===== config.mk =====
export PLATFORM = sky130hd
export DESIGN_NAME = fsk_tag_encoder
export DESIGN_NICKNAME = d
export VERILOG_FILES = /design/src/rtl/fsk_enc_pkg.sv /design/src/rtl/fsk_burst_gen.sv /design/src/rtl/fsk_frame_seq.sv /design/src/rtl/fsk_tag_encoder.sv
export SDC_FILE = /design/constraint.sdc
export NUM_CORES = 1
export LEC_CHECK = 0
export CELL_PAD_IN_SITES_DETAIL_PLACEMENT = 2
export CELL_PAD_IN_SITES_GLOBAL_PLACEMENT = 2
export CORE_ASPECT_RATIO = 0.75
export CORE_MARGIN = 4
export CORE_UTILIZATION = 31
export CTS_CLUSTER_SIZE = 30
export DETAILED_ROUTE_END_ITERATION = 8
export GPL_TIMING_DRIVEN = 0
export PLACE_DENSITY_LB_ADDON = 0.1
export SLEW_MARGIN = 20
export SYNTH_ARGS = -nofsm -noshare
export SYNTH_HDL_FRONTEND = slang
export SYNTH_SLANG_ARGS = --single-unit

===== constraint.sdc =====
create_clock -name clk -period 3.6 [get_ports clk]
set_input_delay 0.36 -clock clk [delete_from_list [all_inputs] [get_ports clk]]
set_output_delay 0.36 -clock clk [all_outputs]
set_load 0.1 [all_outputs]

===== src/rtl/fsk_enc_pkg.sv =====
package fsk_enc_pkg;
    localparam int ID_BITS    = 44;
    localparam int LOAD_BITS  = 48;
    localparam int SHORT_PER  = 8;
    localparam int SHORT_HI   = 2;
    localparam int SHORT_REPS = 6;
    localparam int LONG_PER   = 10;
    localparam int LONG_HI    = 3;
    localparam int LONG_REPS  = 5;
    localparam int MARK_LEN   = 8;
    // bit k set: marker burst k is long
    localparam logic [MARK_LEN-1:0] MARK_MAP = 8'b1011_1000;
    localparam int GROUP      = 4;

    typedef enum logic {BK_SHORT = 1'b0, BK_LONG = 1'b1} burst_kind_e;
    typedef enum logic [1:0] {SQ_MARK, SQ_PAD, SQ_HALF0, SQ_HALF1} seq_st_e;

    // kind of the burst for a data bit; second selects the trailing half
    function automatic burst_kind_e half_kind(logic bit_v, logic second);
        return (bit_v ^ second) ? BK_LONG : BK_SHORT;
    endfunction
endpackage


===== src/rtl/fsk_burst_gen.sv =====
module fsk_burst_gen
    import fsk_enc_pkg::*;
#(
    parameter int S_PER  = SHORT_PER,
    parameter int S_HI   = SHORT_HI,
    parameter int S_REPS = SHORT_REPS,
    parameter int L_PER  = LONG_PER,
    parameter int L_HI   = LONG_HI,
    parameter int L_REPS = LONG_REPS
) (
    input  logic        clk,
    input  logic        rst,
    input  logic        clear,
    input  logic        adv,
    input  burst_kind_e kind,
    output logic        level,
    output logic        burst_last,
    output logic        at_start
);
    localparam int MAX_PER  = (S_PER > L_PER) ? S_PER : L_PER;
    localparam int MAX_REPS = (S_REPS > L_REPS) ? S_REPS : L_REPS;
    localparam int PW = $clog2(MAX_PER + 1);
    localparam int RW = $clog2(MAX_REPS + 1);

    logic [PW-1:0] pos, per_m1, hi_n;
    logic [RW-1:0] rep, rep_m1;
    logic          last_pos;

    always_comb begin
        if (kind == BK_LONG) begin
            per_m1 = PW'(L_PER - 1);
            hi_n   = PW'(L_HI);
            rep_m1 = RW'(L_REPS - 1);
        end else begin
            per_m1 = PW'(S_PER - 1);
            hi_n   = PW'(S_HI);
            rep_m1 = RW'(S_REPS - 1);
        end
        level      = (pos < hi_n);
        last_pos   = (pos == per_m1);
        burst_last = last_pos && (rep == rep_m1);
        at_start   = (pos == '0) && (rep == '0);
    end

    always_ff @(posedge clk) begin
        if (rst || clear) begin
            pos <= '0;
            rep <= '0;
        end else if (adv) begin
            if (last_pos) begin
                pos <= '0;
                rep <= burst_last ? '0 : rep + RW'(1);
            end else begin
                pos <= pos + PW'(1);
            end
        end
    end

    // the burst shape from the sequencer stays fixed inside a burst
    p_kind_steady_r2: assert property (@(posedge clk) disable iff (rst || clear)
        !(adv && burst_last) |=> $stable(kind));
endmodule


===== src/rtl/fsk_frame_seq.sv =====
module fsk_frame_seq
    import fsk_enc_pkg::*;
#(
    parameter int ID_W  = ID_BITS,
    parameter int MLEN  = MARK_LEN,
    parameter logic [MLEN-1:0] MMAP = MARK_MAP,
    parameter int GRP   = GROUP
) (
    input  logic            clk,
    input  logic            rst,
    input  logic            clear,
    input  logic            adv,
    input  logic [ID_W-1:0] id,
    output burst_kind_e     kind,
    output logic            frame_first,
    output logic            frame_last
);
    localparam int BW = $clog2(ID_W);
    localparam int SW = $clog2(MLEN);

    seq_st_e       st;
    logic [SW-1:0] mk_idx;
    logic [BW-1:0] bit_idx, nxt_bit;

    function automatic logic pad_needed(logic [BW-1:0] b);
        return (int'(b) % GRP) == (GRP - 1);
    endfunction

    always_comb begin
        nxt_bit = bit_idx - BW'(1);
        unique case (st)
            SQ_MARK:  kind = MMAP[mk_idx] ? BK_LONG : BK_SHORT;
            SQ_PAD:   kind = BK_SHORT;
            SQ_HALF0: kind = half_kind(id[bit_idx], 1'b0);
            default:  kind = half_kind(id[bit_idx], 1'b1);
        endcase
        frame_first = (st == SQ_MARK) && (mk_idx == '0);
        frame_last  = (st == SQ_HALF1) && (bit_idx == '0);
    end

    always_ff @(posedge clk) begin
        if (rst || clear) begin
            st      <= SQ_MARK;
            mk_idx  <= '0;
            bit_idx <= '0;
        end else if (adv) begin
            unique case (st)
                SQ_MARK: begin
                    if (mk_idx == SW'(MLEN - 1)) begin
                        mk_idx  <= '0;
                        bit_idx <= BW'(ID_W - 1);
                        st      <= pad_needed(BW'(ID_W - 1)) ? SQ_PAD : SQ_HALF0;
                    end else begin
                        mk_idx <= mk_idx + SW'(1);
                    end
                end
                SQ_PAD:   st <= SQ_HALF0;
                SQ_HALF0: st <= SQ_HALF1;
                default: begin
                    if (bit_idx == '0) begin
                        st <= SQ_MARK;
                    end else begin
                        bit_idx <= nxt_bit;
                        st      <= pad_needed(nxt_bit) ? SQ_PAD : SQ_HALF0;
                    end
                end
            endcase
        end
    end

    // the last data burst is always followed by the first marker burst
    p_wrap_r7: assert property (@(posedge clk) disable iff (rst || clear)
        (adv && frame_last) |=> frame_first);
endmodule


===== src/rtl/fsk_tag_encoder.sv =====
module fsk_tag_encoder
    import fsk_enc_pkg::*;
#(
    parameter int ID_W   = ID_BITS,
    parameter int LOAD_W = LOAD_BITS
) (
    input  logic              clk,
    input  logic              rst,
    input  logic              tick,
    input  logic              start,
    input  logic              stop,
    input  logic [LOAD_W-1:0] id_i,
    output logic              sample,
    output logic              frame_start,
    output logic              load_err
);
    logic            running, stop_pend;
    logic [ID_W-1:0] id_q;
    logic            id_ok, accept, reject, adv, adv_burst, fr_end;
    logic            level, burst_last, at_start, frame_first, frame_last;
    burst_kind_e     kind;

    assign id_ok     = ~|id_i[LOAD_W-1:ID_W];
    assign accept    = start && !running && id_ok;
    assign reject    = start && !running && !id_ok;
    assign adv       = running && tick;
    assign adv_burst = adv && burst_last;
    assign fr_end    = adv_burst && frame_last;

    fsk_burst_gen u_burst (
        .clk(clk), .rst(rst), .clear(accept), .adv(adv), .kind(kind),
        .level(level), .burst_last(burst_last), .at_start(at_start)
    );

    fsk_frame_seq #(.ID_W(ID_W)) u_seq (
        .clk(clk), .rst(rst), .clear(accept), .adv(adv_burst), .id(id_q),
        .kind(kind), .frame_first(frame_first), .frame_last(frame_last)
    );

    always_ff @(posedge clk) begin
        if (rst) begin
            running   <= 1'b0;
            stop_pend <= 1'b0;
            id_q      <= '0;
            load_err  <= 1'b0;
        end else begin
            load_err <= reject;
            if (accept) begin
                running   <= 1'b1;
                stop_pend <= 1'b0;
                id_q      <= id_i[ID_W-1:0];
            end else if (running) begin
                if (fr_end && (stop_pend || stop)) begin
                    running   <= 1'b0;
                    stop_pend <= 1'b0;
                end else if (stop) begin
                    stop_pend <= 1'b1;
                end
            end
        end
    end

    assign sample      = running && level;
    assign frame_start = adv && frame_first && at_start;

    // without a tick the waveform and run state hold
    p_hold_r10: assert property (@(posedge clk) disable iff (rst)
        (running && !tick) |=> (running && $stable(sample)));
    // a rejected load leaves the output idle
    p_err_idle_r8: assert property (@(posedge clk) disable iff (rst)
        load_err |-> (!running && !sample));
    // the first marker sample is always high
    p_fs_high_r7: assert property (@(posedge clk) disable iff (rst)
        frame_start |-> sample);
    // running only ends on the final tick of a frame
    p_stop_edge_r9: assert property (@(posedge clk) disable iff (rst)
        (running && !(tick && frame_last && burst_last)) |=> running);
endmodule


==> results of run 1 <==
[layer usage]
metal | track usage, % | share of wire [%] | up-vias
met5 | 0 | 0 | -
li1 | - | - | 1603
met4 | 5.032 | 1.2 | 0
met1 | 26.91 | 50 | 1632
met3 | 4.455 | 3.4 | 13
met2 | 29.35 | 46 | 55
[kinds of logic (layout without fill, tap and decap cells)]
kind of cell	Yosys count	in the layout	synth area share, %
xor+xnor	3	3	0.7643
mux	23	23	9.826
simple gates	186	186	24.56
compound gates	92	92	17.18
fa+ha+maj	12	12	4.367
flops	66	66	38.43
buf+inv	39	111	4.876
[worst max-delay path: cells and delay by family, from the launching register on]
family	cells	cell delay (ns)
AOI/OAI and AO/OA	5	1.07
and+or+nand+nor	2	0.34
DFF	1	0.32
buffers and inverters	3	0.98
[sequential cells by signal (all words and copies together), names as in the netlist, named ones only]
register / count
u_seq.st: 2
u_burst.pos: 4
stop_pend: 1
id_q: 44
load_err: 1
u_seq.bit_idx: 6
u_seq.mk_idx: 3
u_burst.rep: 3
running: 1
[cells in the mapped netlist, drive strengths merged, types with 2 or more instances]
| library cell | number | share of area (%) |
|---|---|---|
| buf | 5 | 1.2 |
| nor4b | 2 | 0.51 |
| a31oi | 2 | 0.36 |
| nor2b | 3 | 0.55 |
| or3 | 2 | 0.36 |
| o311ai | 3 | 1.2 |
| and3 | 5 | 0.91 |
| nand2 | 103 | 11 |
| nand2b | 6 | 1.1 |
| a2111oi | 2 | 0.51 |
| clkbuf | 20 | 2.2 |
| mux4 | 7 | 4.9 |
| nor4 | 4 | 0.73 |
| nor2 | 25 | 2.8 |
| inv | 14 | 1.5 |
| o22ai | 2 | 0.36 |
| nand3b | 2 | 0.44 |
| dfxtp | 66 | 38 |
| nor3b | 5 | 1.1 |
| and2 | 2 | 0.36 |
| mux2i | 12 | 3.6 |
| a21oi | 51 | 7.4 |
| o31ai | 4 | 1.0 |
| o211ai | 7 | 1.5 |
| o2111ai | 2 | 0.51 |
| a211oi | 5 | 1.5 |
| ha | 12 | 4.4 |
| mux2 | 4 | 1.3 |
| o21ai | 8 | 1.2 |
| o21a | 2 | 0.44 |
| nor3 | 9 | 1.5 |
| nand3 | 13 | 1.9 |
| xnor2 | 3 | 0.76 |
[final cells by class]
type	count	area, um^2	share of cell area (%)
clock buffer	12	256.5	5.679
tap	140	175.2	3.878
sequential	66	1321	29.25
clock inverter	4	73.82	1.634
inverter	14	52.55	1.163
timing repair buffer	56	553.0	12.24
buffer	25	116.4	2.576
multi-input combinational	316	1968	43.57
[power groups by stage]
stage | registers, W | clock network (W) | logic [W]
global placement | 0.000760 | 0 | 0.000116
global route | 0.000746 | 0.00103 | 0.000128
finish | 0.000745 | 0.000971 | 0.000118
floorplan | 0.000763 | 0 | 0.0000377
detailed placement | 0.000760 | 0 | 0.000119
CTS | 0.000745 | 0.000993 | 0.000120
[worst max path at each step]
stage / start / cells after the start / end / slack [ns]
2_1_floorplan: u_seq.bit_idx[3] / 10 / sample / 0.46
3_3_place_gp: u_seq.bit_idx[3] / 11 / sample / -0.70
3_5_place_dp: u_seq.bit_idx[3] / 11 / sample / -0.72
4_1_cts: u_seq.bit_idx[3] / 11 / sample / 0.04
5_1_grt: u_seq.bit_idx[2] / 10 / sample / 0.01
6_report: u_seq.bit_idx[2] / 10 / sample / 0.19
[per-stage QoR]
stage	hold slack (ns)	worst slack, ns
2_1_floorplan	0.4315	0.4590
6_report	0.4521	0.1880
3_5_place_dp	0.4480	-0.7217
4_1_cts	0.4556	0.03857
3_3_place_gp	0.4384	-0.7017
5_1_grt	0.4808	0.01155
[timing repair]
action	4_1_cts	5_1_grt
resized for setup	4	4
pin swaps	1	0
hold buffers	0	0
gates cloned	0	0
buffers inserted	1	0
setup endpoints to repair	9	7
==> results.md, run 1 <==
* Status: finished, final reports clean
* DR vias/cell at ~5.2
* Crit path top cell by count: o311ai_2
* Cells on worst reg2reg path at 12
* PwrDens at 406.1 nW/um^2
* Most frequent cells in the layout: nand2_1 (103), dfxtp_1 (66), clkdlybuf4s50_1 (54)
* Number of synthesized register bits at 66
* Iter 0 DRT Violations at ~130
* Number of diodes at 0
* Synth cell types at 52
* Rows at 33
* Crit share post-route at a little over nine tenths
* CP peak stage delay at 0.42 ns
* Reg power frac at 40.6%
* Clock Skew at 0.01076 ns
* Top FF cell, synth: dfxtp_1
* Cts bufs inserted at 9
* Max Freq at between 0.2 and 0.3 GHz
* Final hold vios at 0
* Worst Hold Class: register to register
* Largest net degree at the start of global routing at 12
* Relative slew slack at 34.96%
* Setup Viol. Count Final at 0
* Syn avg cell area at approximately 8 um^2
* Sequential share of the synthesized area at between 30% and 40%
* Clock root cell: clkbuf_16
* Die X at 129.6 um
* TritonCTS Sinks at 66
* Slew at the pin closest to its max-slew limit at between 0.9 and 1 ns
* Final GP Congestion at around 0.82
* Commonest non-fill, non-tap cell in the layout: nand2_1
* Routed Antenna Nets at 0
* Clock transition at path regs at roughly 0.06 ns
* Critical Path AT at around 3 ns
* Cells after DPL at between 600 and 700
* RSZ-0062 raised after global routing: false
* DRT Pass-1 Iters at 4
* Max-Cap Viols at 0
* Max IR drop VDD at approximately 210 uV
* Internal power at 0.001449 W
* R2r endpoint: u_seq.mk_idx[2]
* Clock power share at a little over half
* Worst EP required at about 3.2 ns
* Core area at about 11000 um^2
* Number of global-route vias before repair at about 3.7k
* Syn Std Cell Area at about 3400 um^2
* Io pins at 56
* Reg-to-reg slack, setup at 0.32 ns
* Die Y at 99.21 um
* Yosys Warn Count at 0
* Drt drc at 0
* Hold path depth at 2
* Global-route wire length before repair at 19260 um
* Sum of negative setup slack at 0 ns
* Fillers at about 1.3k
* Post-Route WL at around 12000 um
* TritonCTS clock tree: yes
* RR Startpoint: u_seq.bit_idx[3]
* Gr usage total at a little under a fifth
* Fin nets at 553
* Slew Limit Fails at 0
* Leakage at 1.553 nW
* Async set-or-reset flop fraction in the synthesized netlist at 0%
* P_sw at about 0.00039 W
* Hold path endpoint: id_q[18]
* Initial core utilization at between 30% and 40%
* Detailed placer's ending HPWL at approximately 8700 um
* H-tree depth at 3
* Vias at between 3k and 4k
* Syn Nets at ~490
* DP Area at roughly 4200 um^2
* Fin util at between 40% and 50%
* Cells after Synth at ~420
* EDFF count, synth at 0
* Kind of start point of the critical path: register
* Cell Chain, Critical Path: clkbuf_1, inv_1, a311o_1, o311ai_2, o311ai_2, nor2_2, a211oi_4, o21ai_0, and3_1, buf_2
* Clock Path Buffers at 2
* Skew-Pair Late Insertion Delay at approximately 0.34 ns
* Initial antenna violation count at 0
* Kind of critical path: register to primary output
* CP Capture Type: primary output
* Logic pwr share at roughly 6.5%
* Power, Total at around 0.0018 W
* Port Buffer Count at 55
* Final instance area at between 4000 and 5000 um^2
* Synth-to-layout area growth at 31.37%
* Die ar. at about 13000 um^2
* Worst-path maximum fanout at 8
* Hold_sp: id_q[18]
* Sw frac at approximately a fifth
* Fin crit period at around 3.4 ns
* Global route total overflow at 0
* Share of layout cells above drive strength 1 at under 10%
* DR WL/cell at ~18 um
* Slowest stage cell, crit path: buf_2
* Post-Layout Cell Count at ~630
No activity file was read; power rests on OpenSTA's default activity.
==> run 2, diff against run 1 <==
Settings changed: ABC_AREA set to 1, CORE_UTILIZATION 31 to 29.
==> results.md, run 2 <==
* Slowest stage cell, crit path: dlygate4sd2_1
* Slew at the pin closest to its max-slew limit at 0.9744 ns
* Clock transition at path regs at around 0.06 ns
* Max FFs per register at 44
* Syn Nets at 564
* Top FF cell, synth: dfxtp_1
* Relative slew slack at 34.84%
* Crit path top cell by count: nand2_1
* Max IR drop VDD at about 180 uV
* Vias at about 3.5k
* Multi-input gate area at ~1700 um^2
* Commonest non-fill, non-tap cell in the layout: nand2_1
* Rows at 34
* Port Buffer Count at 55
* Setup Viol. Count Final at 0
* Global-route wire length before repair at 19560 um
* Kind of critical path: register to primary output
* Synth top cells by count: nand2_1 (134), nor2_1 (68), dfxtp_1 (66)
* Sum of negative setup slack at 0 ns
* Sw frac at around 22%
* Kind of start point of the critical path: register
* Leakage at roughly 1.8 nW
* DR WL/cell at approximately 16 um
* Logic pwr share at 6.8%
* Skew-Pair Late Insertion Delay at roughly 0.33 ns
* Share of the synthesized area in the top cell type at 38.70%
* Slew Limit Fails at 0
* DR vias/cell at approximately 4.8
* Worst-path maximum fanout at 10
* Fin crit period at approximately 3.4 ns
* Clock root cell: clkbuf_16
* Clock Path Buffers at 2
* Critical Path AT at between 2 and 3 ns
* Most frequent cells in the layout: nand2_1 (134), nor2_1 (68), dfxtp_1 (66)
* CP Capture Type: primary output
* Reg power frac at between 40% and 50%
* Max Freq at about 0.3 GHz
* Top post-synthesis cells by area: dfxtp_1 (39%), nand2_1 (15%), nor2_1 (7.5%)
* Global route total overflow at 0
* Largest net degree at the start of global routing at 12
* Detailed placer's ending HPWL at a little under 9000 um
* Top flop regs: id_q: 44 flops, u_seq.bit_idx: 6 flops, u_burst.pos: 4 flops
* Number of diodes at 0
* Routed Antenna Nets at 0
* Crit share post-route at between 90 and 100%
* Worst Hold Class: register to register
* Cells after Synth at roughly 500
* Cells after DPL at 716
* Final instance area at between 4000 and 5000 um^2
* Pre-CTS setup slack at around 0.29 ns
* Status: finished, final reports clean
* Number of global-route vias before repair at 3875
* Post-Layout Cell Count at 731
* Sequential share of the synthesized area at 38.70%
* Cts bufs inserted at 9
* Die X at between 100 and 150 um
* H-tree depth at 3
* Clock Skew at slightly above 0.006 ns
* Final WS setup at between 0.2 and 0.25 ns
* Drt drc at 0
* Synth cell types at 30
* Yosys Warn Count at 0
* Async set-or-reset flop fraction in the synthesized netlist at 0%
* CP peak stage delay at slightly below 0.9 ns
* Syn avg cell area at ~6.8 um^2
* Final GP Congestion at 0.7996
* P_sw at roughly 0.00038 W
* Final hold vios at 0
* Cell Chain, Critical Path: buf_6, buf_6, nand2_1, nand3_1, nand2_1, nand2_1, nand2_1, o21ai_1, nand3_1, nand2_1, nand2_2, a21oi_1, dlygate4sd2_1
* Die ar. at 13590 um^2
* Synth area leader: dfxtp_1
* Core area at between 10000 and 15000 um^2
* Initial core utilization at 29.51%
* DP Area at 4168 um^2
* Internal power at between 0.001 and 0.0015 W
* Share of layout cells above drive strength 1 at approximately 6.2%
* Most frequent cell after synthesis: nand2_1
* TritonCTS Sinks at 66
* RSZ-0062 raised after global routing: false
* Fillers at 1384
* Syn Std Cell Area at ~3400 um^2
* Initial antenna violation count at 0
* Gr usage total at between 15 and 20%
* Number of synthesized register bits at 66
* Die Y at about 100 um
* Post-Route WL at 11790 um
* Register area at ~1300 um^2
* Io pins at 56
* Synth-to-layout area growth at 30.52%
* Biggest register: id_q
* DRT Pass-1 Iters at 4
* Worst EP required at approximately 3.2 ns
* Iter 0 DRT Violations at roughly 150
* Clock power share at around half
* Fin nets at 630
* EDFF count, synth at 0
* Max-Cap Viols at 0
* PwrDens at about 390 nW/um^2
* TritonCTS clock tree: yes
* Post-CTS Setup Repair Bufs at 0
==> run 2: cell type report <==
class	count	area share [%]
Tap cell	162	4.548
Clock inverter	2	0.2246
Multi-Input combinational cell	351	39.19
Timing Repair Buffer	55	12.32
Buffer	23	2.751
Sequential cell	66	29.65
Inverter	59	5.025
Clock buffer	13	6.289
==> run 2: final timing paths <==
check                                      start        end  slack (ns)  cells past startpoint
worst min-delay path                     id_q[8]    id_q[8]        0.47                      2
worst max-delay path            u_seq.bit_idx[0]     sample        0.25                     13
worst min register to register           id_q[8]    id_q[8]        0.47                      2
worst max register to register           running  stop_pend        0.78                      9
==> run 2: worst max-delay path, delay by kind of cell (launching register included) <==
family                 cells  cell delay [ns]
flip-flops                 1             0.34
buffers and inverters      3             1.21
AO/OA/AOI/OAI              2             0.28
AND/OR/NAND/NOR            8             0.81
==> run 2: timing repair <==
item | CTS | global route
hold buffers | 0 | 0
setup endpoints to repair | 1 | 0
resized for setup | 1 | 0
==> run 2: power by group through the flow <==
| stage | sequential, W | clock [W] | combinational (W) |
|---|---|---|---|
| after floorplan | 0.000764 | 0 | 0.0000369 |
| after global placement | 0.000760 | 0 | 0.000115 |
| after detailed placement | 0.000761 | 0 | 0.000118 |
| after CTS | 0.000745 | 0.000876 | 0.000119 |
| after global routing | 0.000746 | 0.000907 | 0.000127 |
| final | 0.000745 | 0.000855 | 0.000117 |
==> run 2: kinds of logic after synthesis <==
group	synth area share, %
AOI/OAI and AO/OA	14.18
xor gates and xnor gates	1.026
adders and majority gates	4.397
buffers and inverters	10.15
DFF	38.70
and+or+nand+nor	31.55
==> run 2: per-stage QoR <==
| stage | power, W | utilization [%] | hold WS [ns] |
|---|---|---|---|
| after CTS | 0.001740 | 38.52 | 0.4708 |
| final | 0.001718 | 38.52 | 0.4671 |
| after floorplan | 0.0008011 | - | 0.4392 |
| after global placement | 0.0008753 | 36.02 | 0.4511 |
| after detailed placement | 0.0008791 | 36.02 | 0.4625 |
| after global routing | 0.001780 | 38.52 | 0.4893 |
==> run 2: per-layer routing <==
metal	part of all wire [%]	wire (um)	GRT usage [%]	vias to the layer above
met5	0	0	0	-
li1	-	-	-	1732
met4	0.97	114	4.664	0
met1	51	6034	24.77	1688
met3	3.6	425	3.789	11
met2	44	5214	29.80	53
==> run 3, diff against run 2 <==
Settings changed: GPL_TIMING_DRIVEN 0 to 1.
==> results.md, run 3 (same netlist as run 2, synthesis figures left out) <==
* Status: finished, final reports clean
* Global-route wire length before repair at about 20000 um
* Largest net degree at the start of global routing at 73
* DP Area at 4103 um^2
* Post-Route WL at between 10000 and 15000 um
* Internal power at around 0.0013 W
* Slowest stage cell, crit path: dfxtp_1
* Synth-to-layout area growth at 27.56%
* Met3 Wirelength at 366 um
* Skew-Pair Late Insertion Delay at between 0.3 and 0.4 ns
* Core area at about 12000 um^2
* DR WL/cell at approximately 16 um
* CP Capture Type: primary output
* Final WS setup at between 0.6 and 0.7 ns
* Port Buffer Count at 55
* Gr usage total at 18.03%
* Hold path depth at 2
* Initial antenna violation count at 0
* Worst-path maximum fanout at 15
* Max Freq at 0.3447 GHz
* Slew at the pin closest to its max-slew limit at approximately 0.97 ns
* Share of layout cells above drive strength 1 at under 10%
* Cell Chain, Critical Path: inv_1, buf_4, nand2_1, nand3_1, nand2_1, nand2_1, nand2_1, o21ai_1, nand3_1, nand2_1, nand2_2, a21oi_1, buf_12
* P_sw at roughly 0.00037 W
* Logic pwr share at around 7%
* Critical Path AT at between 2 and 3 ns
* TritonCTS clock tree: yes
* Met1 Wirelength at about 5800 um
* Io pins at between 50 and 60
* Pre-CTS setup slack at between 0.9 and 1 ns
* PwrDens at between 300 and 400 nW/um^2
* Final GP Congestion at approximately 0.76
* Cells on worst reg2reg path at 17
* Clock Path Buffers at 2
* Clock power share at 47.4%
* Kind of start point of the critical path: register
* Post-CTS Setup Repair Bufs at 0
* Reg-to-reg slack, setup at a little under 0.9 ns
* Iter 0 DRT Violations at approximately 140
* Setup Viol. Count Final at 0
* Fin crit period at between 2 and 3 ns
* Top flop regs: id_q: 44 flops, u_seq.bit_idx: 6 flops, u_burst.pos: 4 flops
* Die Y at roughly 100 um
* Number of global-route vias before repair at approximately 3.8k
* RSZ-0062 raised after global routing: false
* Number of diodes at 0
* Post_cts resized at 0
* Drt drc at 0
* DRT Pass-1 Iters at 4
* Crit path top cell by count: nand2_1
* Max-Cap Viols at 0
* R2r endpoint: u_seq.bit_idx[0]
* Relative slew slack at between 30% and 40%
* Clock Skew at ~0.0044 ns
* Hold path endpoint: id_q[18]
* Leakage at 1.748 nW
* Initial core utilization at between 20 and 30%
* Wire length on met2 at ~5100 um
* Fillers at ~1.4k
* Kind of critical path: register to primary output
* Most frequent cells in the layout: nand2_1 (134), nor2_1 (68), dfxtp_1 (66)
* Routed Antenna Nets at 0
* CTS Hold Bufs at 0
* CP peak stage delay at 0.31 ns
* Detailed placer's ending HPWL at 8347 um
* Rows at 34
* Sum of negative setup slack at 0 ns
* Sw frac at between 20% and 30%
* Cts bufs inserted at 9
* DR vias/cell at between 4 and 5
* Max IR drop VDD at roughly 210 uV
* Clock root cell: clkbuf_16
* Final hold vios at 0
* Vias at approximately 3.3k
* Reg power frac at a little under half
* Final instance area at around 4400 um^2
* Biggest register: id_q
* Top sig layer: met4
* Worst Hold Class: register to register
* Fin util at 37.64%
* Worst EP required at 3.24 ns
* H-tree depth at 3
* Clock transition at path regs at 0.06 ns
* Hold_sp: id_q[18]
* RR Startpoint: u_seq.bit_idx[0]
* Die ar. at 13590 um^2
* Die X at around 130 um
* Commonest non-fill, non-tap cell in the layout: nand2_1
* Max FFs per register at 44
* TritonCTS Sinks at 66
* Global route total overflow at 0
* Crit share post-route at slightly above 80%
* Slew Limit Fails at 0
* Fin nets at between 600 and 700
## run 3: cell count changes in the layout (fill, tap and decap cells not counted), moves of 2 or more
cell and delta:
clkbuf_8 -4, buf_4 +6, clkinv_2 +2, buf_6 -4, clkbuf_1 -14, buf_2 -2
## run 3: through the flow
stage / power [W] / instances / hold slack [ns]
floorplan: 0.0008011 / 499 / 0.4392
global placement: 0.0008746 / 699 / 0.4564
detailed placement: 0.0008771 / 699 / 0.4610
CTS: 0.001666 / 714 / 0.4694
global route: 0.001712 / 714 / 0.4892
finish: 0.001635 / 714 / 0.4649
## run 3: power groups by stage
stage                     sequential [W]  combinational [W]  clock (W)
after global placement          0.000761           0.000114          0
after detailed placement        0.000761           0.000116          0
final                           0.000745           0.000115   0.000776
after global routing            0.000746           0.000126   0.000840
after CTS                       0.000745           0.000117   0.000804
after floorplan                 0.000764          0.0000369          0
## run 3: per-layer routing
layer  GRT usage [%]  vias up
li1                -     1695
met1           23.95     1596
met2           29.91       49
met3           4.380        8
met4           4.348        0
met5               0        -
## run 3: critical path, delay by kind of cell (launching register included)
| family | cells | cell delay (ns) |
|---|---|---|
| AND/OR/NAND/NOR | 8 | 0.81 |
| AO/OA/AOI/OAI | 2 | 0.42 |
| buffers and inverters | 3 | 0.67 |
| flip-flops | 1 | 0.31 |
## run 3: cell type report
type | count | area (um^2) | share of cell area [%]
clock buffer | 11 | 232.7 | 5.343
clock inverter | 4 | 20.02 | 0.4596
inverter | 59 | 224.0 | 5.142
multi-input combinational | 351 | 1752 | 40.22
sequential | 66 | 1321 | 30.34
tap | 162 | 202.7 | 4.654
timing repair buffer | 61 | 603.1 | 13.85
## run 3: how the worst max path moves through the flow
stage	depth (start not counted)	endpoint	from	slack, ns
after floorplan	5	frame_start	u_seq.st[0]	0.31
after global routing	13	sample	u_seq.bit_idx[0]	0.46
after CTS	13	sample	u_seq.bit_idx[0]	0.69
after detailed placement	10	u_burst.rep[0]	id_i[45]	0.94
after global placement	10	u_burst.rep[0]	id_i[45]	1.05
final	13	sample	u_seq.bit_idx[0]	0.70
